**src/rtl/clp_pkg.sv**
```systemverilog
// Package: shared constants and layout helpers for the chunk-localizing codec.
// Assumes at most MAX_DW data bits and at most FW check bits.
package clp_pkg;

    localparam int MAX_DW      = 64;
    localparam int FW          = 4;
    localparam int MAP_ENTRIES = 1 << FW;

    // One FW-bit column value per data bit.
    typedef logic [MAX_DW*FW-1:0]      col_tbl_t;
    // One FW-bit chunk index per syndrome value.
    typedef logic [MAP_ENTRIES*FW-1:0] chunk_map_t;

    // Fill chunks from the top data bit down, highest column first.
    // Each chunk gets an equal share; a chunk whose column has weight 1
    // gives one slot to its check bit.
    function automatic col_tbl_t default_cols(int dw, int r);
        col_tbl_t res;
        int nch;
        int target;
        int b;
        int fill;
        res    = '0;
        nch    = (1 << r) - 1;
        target = (dw + r + nch - 1) / nch;
        b      = dw - 1;
        for (int c = nch; c >= 1; c--) begin
            fill = target - ((((c & (c - 1)) == 0)) ? 1 : 0);
            for (int k = 0; k < fill; k++) begin
                if (b >= 0) begin
                    res[b*FW +: FW] = FW'(c);
                    b--;
                end
            end
        end
        return res;
    endfunction

    // Chunk index equals syndrome value.
    function automatic chunk_map_t identity_map();
        chunk_map_t m;
        for (int s = 0; s < MAP_ENTRIES; s++) begin
            m[s*FW +: FW] = FW'(s);
        end
        return m;
    endfunction

endpackage

```
**src/rtl/clp_encoder.sv**
```systemverilog
// Module: computes CHK_W check bits from DATA_W data bits.
// Check bit j is the XOR of the data bits whose column has bit j set.
// Assumes COLS holds one FW-bit column per data bit, with no zero column.
module clp_encoder #(
    parameter int               DATA_W = 32,
    parameter int               CHK_W  = 3,
    parameter clp_pkg::col_tbl_t COLS  = clp_pkg::default_cols(32, 3)
) (
    input  logic [DATA_W-1:0] data_i,
    output logic [CHK_W-1:0]  chk_o
);

    logic [CHK_W-1:0][DATA_W-1:0] sel;

    // Gather the data bits that feed each check equation, then fold them.
    for (genvar j = 0; j < CHK_W; j++) begin : g_eq
        for (genvar i = 0; i < DATA_W; i++) begin : g_bit
            assign sel[j][i] = data_i[i] & COLS[i*clp_pkg::FW + j];
        end
        assign chk_o[j] = ^sel[j];
    end

endmodule

```
**src/rtl/clp_chunk_lookup.sv**
```systemverilog
// Module: maps a syndrome to a chunk index through the CHUNK_MAP table.
// A zero syndrome gives index 0, meaning no error.
// Assumes every nonzero syndrome maps to a nonzero index.
module clp_chunk_lookup #(
    parameter int                  CHK_W     = 3,
    parameter clp_pkg::chunk_map_t CHUNK_MAP = clp_pkg::identity_map()
) (
    input  logic [CHK_W-1:0] syn_i,
    output logic [CHK_W-1:0] chunk_o
);

    // Table lookup; a clean word is forced to index 0.
    always_comb begin
        if (syn_i == '0) begin
            chunk_o = '0;
        end else begin
            chunk_o = CHUNK_MAP[int'(syn_i)*clp_pkg::FW +: CHK_W];
        end
        // a detected error must name a real chunk.
        if (syn_i != '0) begin
            p_map_nonzero_r3: assert (chunk_o != '0)
                else $error("nonzero syndrome mapped to chunk 0");
        end
    end

endmodule

```
**src/rtl/clp_check.sv**
```systemverilog
// Module: read-side checker.
// Re-encodes the received data, XORs the result with the received check
// bits to form the syndrome, and looks up the chunk index.
// Combinational; the caller registers the results.
module clp_check #(
    parameter int                  DATA_W    = 32,
    parameter int                  CHK_W     = 3,
    parameter clp_pkg::col_tbl_t   COLS      = clp_pkg::default_cols(32, 3),
    parameter clp_pkg::chunk_map_t CHUNK_MAP = clp_pkg::identity_map()
) (
    input  logic [DATA_W-1:0] data_i,
    input  logic [CHK_W-1:0]  chk_i,
    output logic [CHK_W-1:0]  syn_o,
    output logic [CHK_W-1:0]  chunk_o
);

    logic [CHK_W-1:0] recomputed;

    clp_encoder #(
        .DATA_W (DATA_W),
        .CHK_W  (CHK_W),
        .COLS   (COLS)
    ) i_reenc (
        .data_i (data_i),
        .chk_o  (recomputed)
    );

    // Syndrome: the column of a single flipped bit.
    assign syn_o = recomputed ^ chk_i;

    clp_chunk_lookup #(
        .CHK_W     (CHK_W),
        .CHUNK_MAP (CHUNK_MAP)
    ) i_lookup (
        .syn_i   (syn_o),
        .chunk_o (chunk_o)
    );

endmodule

```
**src/rtl/clp_err_info.sv**
```systemverilog
// Module: error-information register with sticky overflow.
// Loads the chunk and raw codeword on the first error and holds them until
// cleared. A clear that coincides with an error captures the new error.
// Assumes cap_i is already qualified by a valid read.
module clp_err_info #(
    parameter int CHK_W = 3,
    parameter int CW_W  = 35
) (
    input  logic             clk,
    input  logic             rst_n,
    input  logic             cap_i,
    input  logic [CHK_W-1:0] cap_chunk_i,
    input  logic [CW_W-1:0]  cap_word_i,
    input  logic             clr_i,
    output logic             valid_o,
    output logic [CHK_W-1:0] chunk_o,
    output logic [CW_W-1:0]  word_o,
    output logic             ovf_o
);

    // Capture, hold, overflow and clear; the clear empties the register first.
    always_ff @(posedge clk) begin
        if (!rst_n) begin
            valid_o <= 1'b0;
            chunk_o <= '0;
            word_o  <= '0;
            ovf_o   <= 1'b0;
        end else if (clr_i) begin
            ovf_o   <= 1'b0;
            valid_o <= cap_i;
            chunk_o <= cap_i ? cap_chunk_i : '0;
            word_o  <= cap_i ? cap_word_i : '0;
        end else if (cap_i) begin
            if (!valid_o) begin
                valid_o <= 1'b1;
                chunk_o <= cap_chunk_i;
                word_o  <= cap_word_i;
            end else begin
                ovf_o <= 1'b1;
            end
        end
    end

    // contents hold while nothing touches them.
    p_hold_r6: assert property (@(posedge clk) disable iff (!rst_n)
        valid_o && !clr_i && !cap_i |=> valid_o && $stable(chunk_o) && $stable(word_o));

    // an error against an occupied register sets overflow and keeps contents.
    p_ovf_set_r7: assert property (@(posedge clk) disable iff (!rst_n)
        valid_o && cap_i && !clr_i |=> ovf_o && $stable(chunk_o) && $stable(word_o));

    // overflow never stands without valid contents.
    p_ovf_needs_valid_r7: assert property (@(posedge clk) disable iff (!rst_n)
        ovf_o |-> valid_o);

    // clear and capture together leave the new error and no overflow.
    p_clr_cap_r8: assert property (@(posedge clk) disable iff (!rst_n)
        clr_i && cap_i |=> valid_o && !ovf_o && chunk_o == $past(cap_chunk_i));

endmodule

```
**src/rtl/clp_codec.sv**
```systemverilog
// Module: top of the chunk-localizing parity codec.
// The write side encodes combinationally. The read side checks the word
// and returns the received data, an error flag and a chunk index after one
// register stage, and feeds the error-information register.
// Assumes 1 <= CHK_W <= 4 and DATA_W <= 64.
module clp_codec #(
    parameter int                  DATA_W    = 32,
    parameter int                  CHK_W     = 3,
    parameter clp_pkg::col_tbl_t   COLS      = clp_pkg::default_cols(DATA_W, CHK_W),
    parameter clp_pkg::chunk_map_t CHUNK_MAP = clp_pkg::identity_map()
) (
    input  logic                      clk,
    input  logic                      rst_n,
    input  logic [DATA_W-1:0]         wr_data_i,
    output logic [CHK_W-1:0]          wr_chk_o,
    input  logic                      rd_valid_i,
    input  logic [DATA_W-1:0]         rd_data_i,
    input  logic [CHK_W-1:0]          rd_chk_i,
    output logic                      rd_valid_o,
    output logic [DATA_W-1:0]         rd_data_o,
    output logic                      rd_err_o,
    output logic [CHK_W-1:0]          rd_chunk_o,
    output logic                      einfo_valid_o,
    output logic [CHK_W-1:0]          einfo_chunk_o,
    output logic [DATA_W+CHK_W-1:0]   einfo_word_o,
    output logic                      einfo_ovf_o,
    input  logic                      einfo_clr_i
);

    localparam int CW_W = DATA_W + CHK_W;

    logic [CHK_W-1:0] syn;
    logic [CHK_W-1:0] chunk;
    logic             detect;

    clp_encoder #(
        .DATA_W (DATA_W),
        .CHK_W  (CHK_W),
        .COLS   (COLS)
    ) i_wr_enc (
        .data_i (wr_data_i),
        .chk_o  (wr_chk_o)
    );

    clp_check #(
        .DATA_W    (DATA_W),
        .CHK_W     (CHK_W),
        .COLS      (COLS),
        .CHUNK_MAP (CHUNK_MAP)
    ) i_check (
        .data_i  (rd_data_i),
        .chk_i   (rd_chk_i),
        .syn_o   (syn),
        .chunk_o (chunk)
    );

    // An error is only meaningful on a presented read.
    assign detect = rd_valid_i && (syn != '0);

    // Output register stage: one cycle of read latency.
    always_ff @(posedge clk) begin
        if (!rst_n) begin
            rd_valid_o <= 1'b0;
            rd_data_o  <= '0;
            rd_err_o   <= 1'b0;
            rd_chunk_o <= '0;
        end else begin
            rd_valid_o <= rd_valid_i;
            rd_err_o   <= detect;
            rd_chunk_o <= detect ? chunk : '0;
            if (rd_valid_i) begin
                rd_data_o <= rd_data_i;
            end
        end
    end

    clp_err_info #(
        .CHK_W (CHK_W),
        .CW_W  (CW_W)
    ) i_einfo (
        .clk         (clk),
        .rst_n       (rst_n),
        .cap_i       (detect),
        .cap_chunk_i (chunk),
        .cap_word_i  ({rd_chk_i, rd_data_i}),
        .clr_i       (einfo_clr_i),
        .valid_o     (einfo_valid_o),
        .chunk_o     (einfo_chunk_o),
        .word_o      (einfo_word_o),
        .ovf_o       (einfo_ovf_o)
    );

    // a clean read reports no error.
    p_clean_r2: assert property (@(posedge clk) disable iff (!rst_n)
        rd_valid_i && syn == '0 |=> !rd_err_o && rd_chunk_o == '0);

    // a nonzero syndrome raises the request with a real chunk next cycle.
    p_err_follows_r3: assert property (@(posedge clk) disable iff (!rst_n)
        rd_valid_i && syn != '0 |=> rd_err_o && rd_chunk_o != '0);

    // the received data appears one cycle later, with valid.
    p_latency_r4: assert property (@(posedge clk) disable iff (!rst_n)
        rd_valid_i |=> rd_valid_o && rd_data_o == $past(rd_data_i));

    // an idle cycle raises nothing.
    p_idle_quiet_r10: assert property (@(posedge clk) disable iff (!rst_n)
        !rd_valid_i |=> !rd_valid_o && !rd_err_o);

endmodule

```
**config.mk**
```make
export PLATFORM = sky130hd
export DESIGN_NAME = clp_codec
export DESIGN_NICKNAME = d
export VERILOG_FILES = /design/src/rtl/clp_pkg.sv /design/src/rtl/clp_encoder.sv /design/src/rtl/clp_chunk_lookup.sv /design/src/rtl/clp_check.sv /design/src/rtl/clp_err_info.sv /design/src/rtl/clp_codec.sv
export SDC_FILE = /design/constraint.sdc
export NUM_CORES = 1
export LEC_CHECK = 0
export BUFFER_PORTS_ARGS = -buffer_cell sky130_fd_sc_hd__buf_4
export CORE_MARGIN = 2
export CORE_UTILIZATION = 54
export CTS_CLUSTER_DIAMETER = 100
export DETAILED_ROUTE_END_ITERATION = 8
export PLACE_DENSITY = 0.95
export SLEW_MARGIN = 20
export SYNTH_ARGS = -nofsm -noshare
export SYNTH_HDL_FRONTEND = slang
export SYNTH_SLANG_ARGS = --single-unit
```
**constraint.sdc**
```tcl
create_clock -name clk -period 6.5 [get_ports clk]
set_clock_uncertainty 0.1 [all_clocks]
set_input_delay 1.3 -clock clk [delete_from_list [all_inputs] [get_ports clk]]
set_output_delay 1.3 -clock clk [all_outputs]
set_load 0.005 [all_outputs]
```
==> results.toml <==
[setup_path]
slowest_delay_ps = 310
path_max_fanout = 2
r2r_cells = 6
cp.required_ps = 5100
crit_path_end_kind = "primary output"
crit_chain = "buf_4 -> xor2_1 -> xnor2_1 -> xnor2_1 -> xnor2_1 -> xor2_1 -> buf_4"
cp-startpoint = "wr_data_i[30]"
critical_path.most_common_cell = "xnor2_1"
critPathSlowestCell = "xnor2_1"
reg2reg_from = "i_einfo.valid_o$_SDFFE_PN0P_"
critPathKind = "in -> out"
critPathArrivalTime_ps = 2500
cp-start-kind = "input port"

[power]
leakage_uw = 0.002434
p_comb_frac = 0.464
power.density_mw_per_mm2 = 342.8
p_seq_frac = 0.354
clkPwrFrac = 0.182
switching_share = 0.3927
intPower_uw = 1130
power_uw = 1861
max-vdd-ir-drop_v = 0.0002336
p_sw_uw = 730.9

[sta]
maxSlewViolCount = 0
hold_viol = 0
tightest_slew_ps = 611.2
hold_ws_ps = 391.7
max_clock_freq_mhz = 256.1
setup_tns_ps = 0
maxSlewHeadroom = 0.5926
fin_crit_ps = 3904
period_share = 0.6007
rsz0062_at_grt = "false"
setup_viol = 0

[place]
place_area_mm2 = 0.005234
dpl.hpwl_mm = 7.721
portBuffers = 150
gp_congestion = 0.8127

[clocking]
cts_setup_buffers = 0
cts_hold_buf = 0
htreeDepth = 3
post_cts_resized = 0
cts_made_buffers = 9
path_clk_slew_ps = 90
clk_latency_ps = 360
clock-root-buffer = "clkbuf_8"
clock_sinks = 77
cts_tree = "yes"
cts_buffer_depth = 2

[die]
die_w_um = 90.89
dieArea_mm2 = 0.008260
die_h_um = 90.89
io_pins = 151
row_count = 31
initial_core_util = 0.5590
core-area_mm2 = 0.007292

[worst_hold_path]
min_delay_path_depth = 1
worstHoldPathType = "reg -> reg"
hold_start = "i_einfo.ovf_o$_SDFFE_PP0P_"

[cells_and_area]
layout-area-overhead-vs-synth_pct = 33.18
layout.nets = 615
final_util = 0.7445
layout-drive-gt1-share = 0.3843
n_antenna_cell = 0
stdcell_area_mm2 = 0.005429

[route]
drc = 0
vias = 3501
routed_wirelength_mm = 10.79
initialDrtViolationCount = 192
wire_per_inst_um = 16.65
viasPerCell = 5.403
first_pass_iters = 4
ant_nets = 0

[synth]
synth_area_leaders = "dfxtp_1 (38%), o221ai_2 (11%), xnor2_1 (11%)"
synth_edf_count = 0
synth_largest_area_cell = "dfxtp_1"
yosysTopAreaCellShare = 0.3781
syn_avg_cell_area_um2 = 10.07
synth_seq_cells = 77
async_flop_share = 0
yosysSeqAreaShare = 0.3781
syn_inst = 405
synth-main-ff-cell = "dfxtp_1"
synth_cell_type_count = 32
ys_warn_count = 0
syn_nets = 476
syn_area_mm2 = 0.004076

[global_routing]
first_global_vias = 3619
gr-total-overflow = 0
grt_pass1_wl_mm = 17.52
grt_max_degree = 39
grt_usage = 0.2635
antenna_found_initial = 0

[job]
cap_viol_max_count = 0

[outcome]
status = "finished clean"
[through the flow]
| step | cells | setup WS [ps] |
|---|---|---|
| CTS | 647 | 2569 |
| global placement | 631 | 2300 |
| floorplan | 405 | 2896 |
| detailed placement | 631 | 2201 |
| global route | 648 | 2481 |
| finish | 648 | 2596 |
[worst max-delay path, delay by kind of cell]
kind | cells | cell delay (ps)
xor gates and xnor gates | 5 | 960
buffers and inverters | 2 | 230
[final timing paths]
check	to	slack (ps)
hold / removal	i_einfo.ovf_o$_SDFFE_PP0P_	390
hold reg to reg	i_einfo.ovf_o$_SDFFE_PP0P_	390
setup reg to reg	i_einfo.word_o[0]$_SDFFE_PN0P_	3880
setup / recovery	wr_chk_o[2]	2600
[synthesized netlist by cell type, types with 4 or more instances]
master    count
nor2b_1      36
xor2_1        4
dfxtp_1      77
nor2_1        5
mux2i_1      32
inv_1        37
clkbuf_1     21
nand2_1      38
nand3_1      35
xnor2_1      49
o221ai_2     30
xnor3_1       7
o221ai_1      5
[registers in the layout (all words and copies together) (netlist names)]
| register | count |
|---|---|
| i_einfo.valid_o | 1 |
| rd_chunk_o | 3 |
| i_einfo.word_o | 35 |
| rd_err_o | 1 |
| i_einfo.chunk_o | 3 |
| rd_data_o | 32 |
| rd_valid_o | 1 |
| i_einfo.ovf_o | 1 |
[power groups by stage]
stage / combinational, uW / clock (uW) / sequential [uW]
floorplan: 529 / 0 / 658
global placement: 822 / 0 / 661
detailed placement: 847 / 0 / 666
CTS: 849 / 339 / 658
global route: 929 / 363 / 669
finish: 863 / 338 / 659
[cell type report]
type / instances / area (um^2)
clock buffers: 11 / 141.4
clock inverters: 5 / 33.78
fillers: 484 / 1863
inverters: 37 / 138.9
multi-input cells: 264 / 2273
flip-flops and latches: 77 / 1541
well taps: 99 / 123.9
repair buffers: 155 / 1176
[routing by layer]
metal  vias to the layer above  share of wire  track usage
li1                       1657              -            -
met1                      1674           0.41       0.3116
met2                       154           0.50       0.4633
met3                        16          0.078      0.08013
met4                         0          0.015      0.07197
met5                         -              0            0
[cell usage in the layout, fill, tap and decap left out]
| cell type | n |
|---|---|
| a2111oi_4 | 1 |
| a211oi_4 | 1 |
| a21boi_0 | 3 |
| a22o_1 | 1 |
| a2bb2oi_1 | 2 |
| a32o_1 | 1 |
| a32oi_1 | 1 |
| and2_1 | 1 |
| and3_1 | 1 |
| buf_12 | 1 |
| buf_4 | 154 |
| clkbuf_1 | 1 |
| clkbuf_8 | 10 |
| clkinv_2 | 2 |
| clkinvlp_4 | 2 |
| dfxtp_1 | 77 |
| inv_1 | 37 |
| inv_6 | 1 |
| mux2i_1 | 32 |
| nand2_1 | 38 |
| nand3_1 | 35 |
| nor2_1 | 5 |
| nor2_4 | 1 |
| nor2b_1 | 34 |
| nor2b_2 | 2 |
| nor3_2 | 1 |
| o2111ai_1 | 3 |
| o211a_1 | 1 |
| o21ai_0 | 1 |
| o221ai_1 | 5 |
| o221ai_2 | 30 |
| xnor2_1 | 48 |
| xnor2_2 | 4 |
| xnor3_1 | 7 |
| xnor3_2 | 1 |
| xor2_1 | 4 |
[cells by family after synthesis]
kind of cell	count (synthesis)	share of synthesized area
flip-flops	77	0.3781
AND/OR/NAND/NOR	118	0.1461
XOR/XNOR	64	0.1703
multiplexers	32	0.07858
buffers and inverters	64	0.06722
AO/OA/AOI/OAI	50	0.1596
Note: power is estimated with default switching activity, not from simulation.
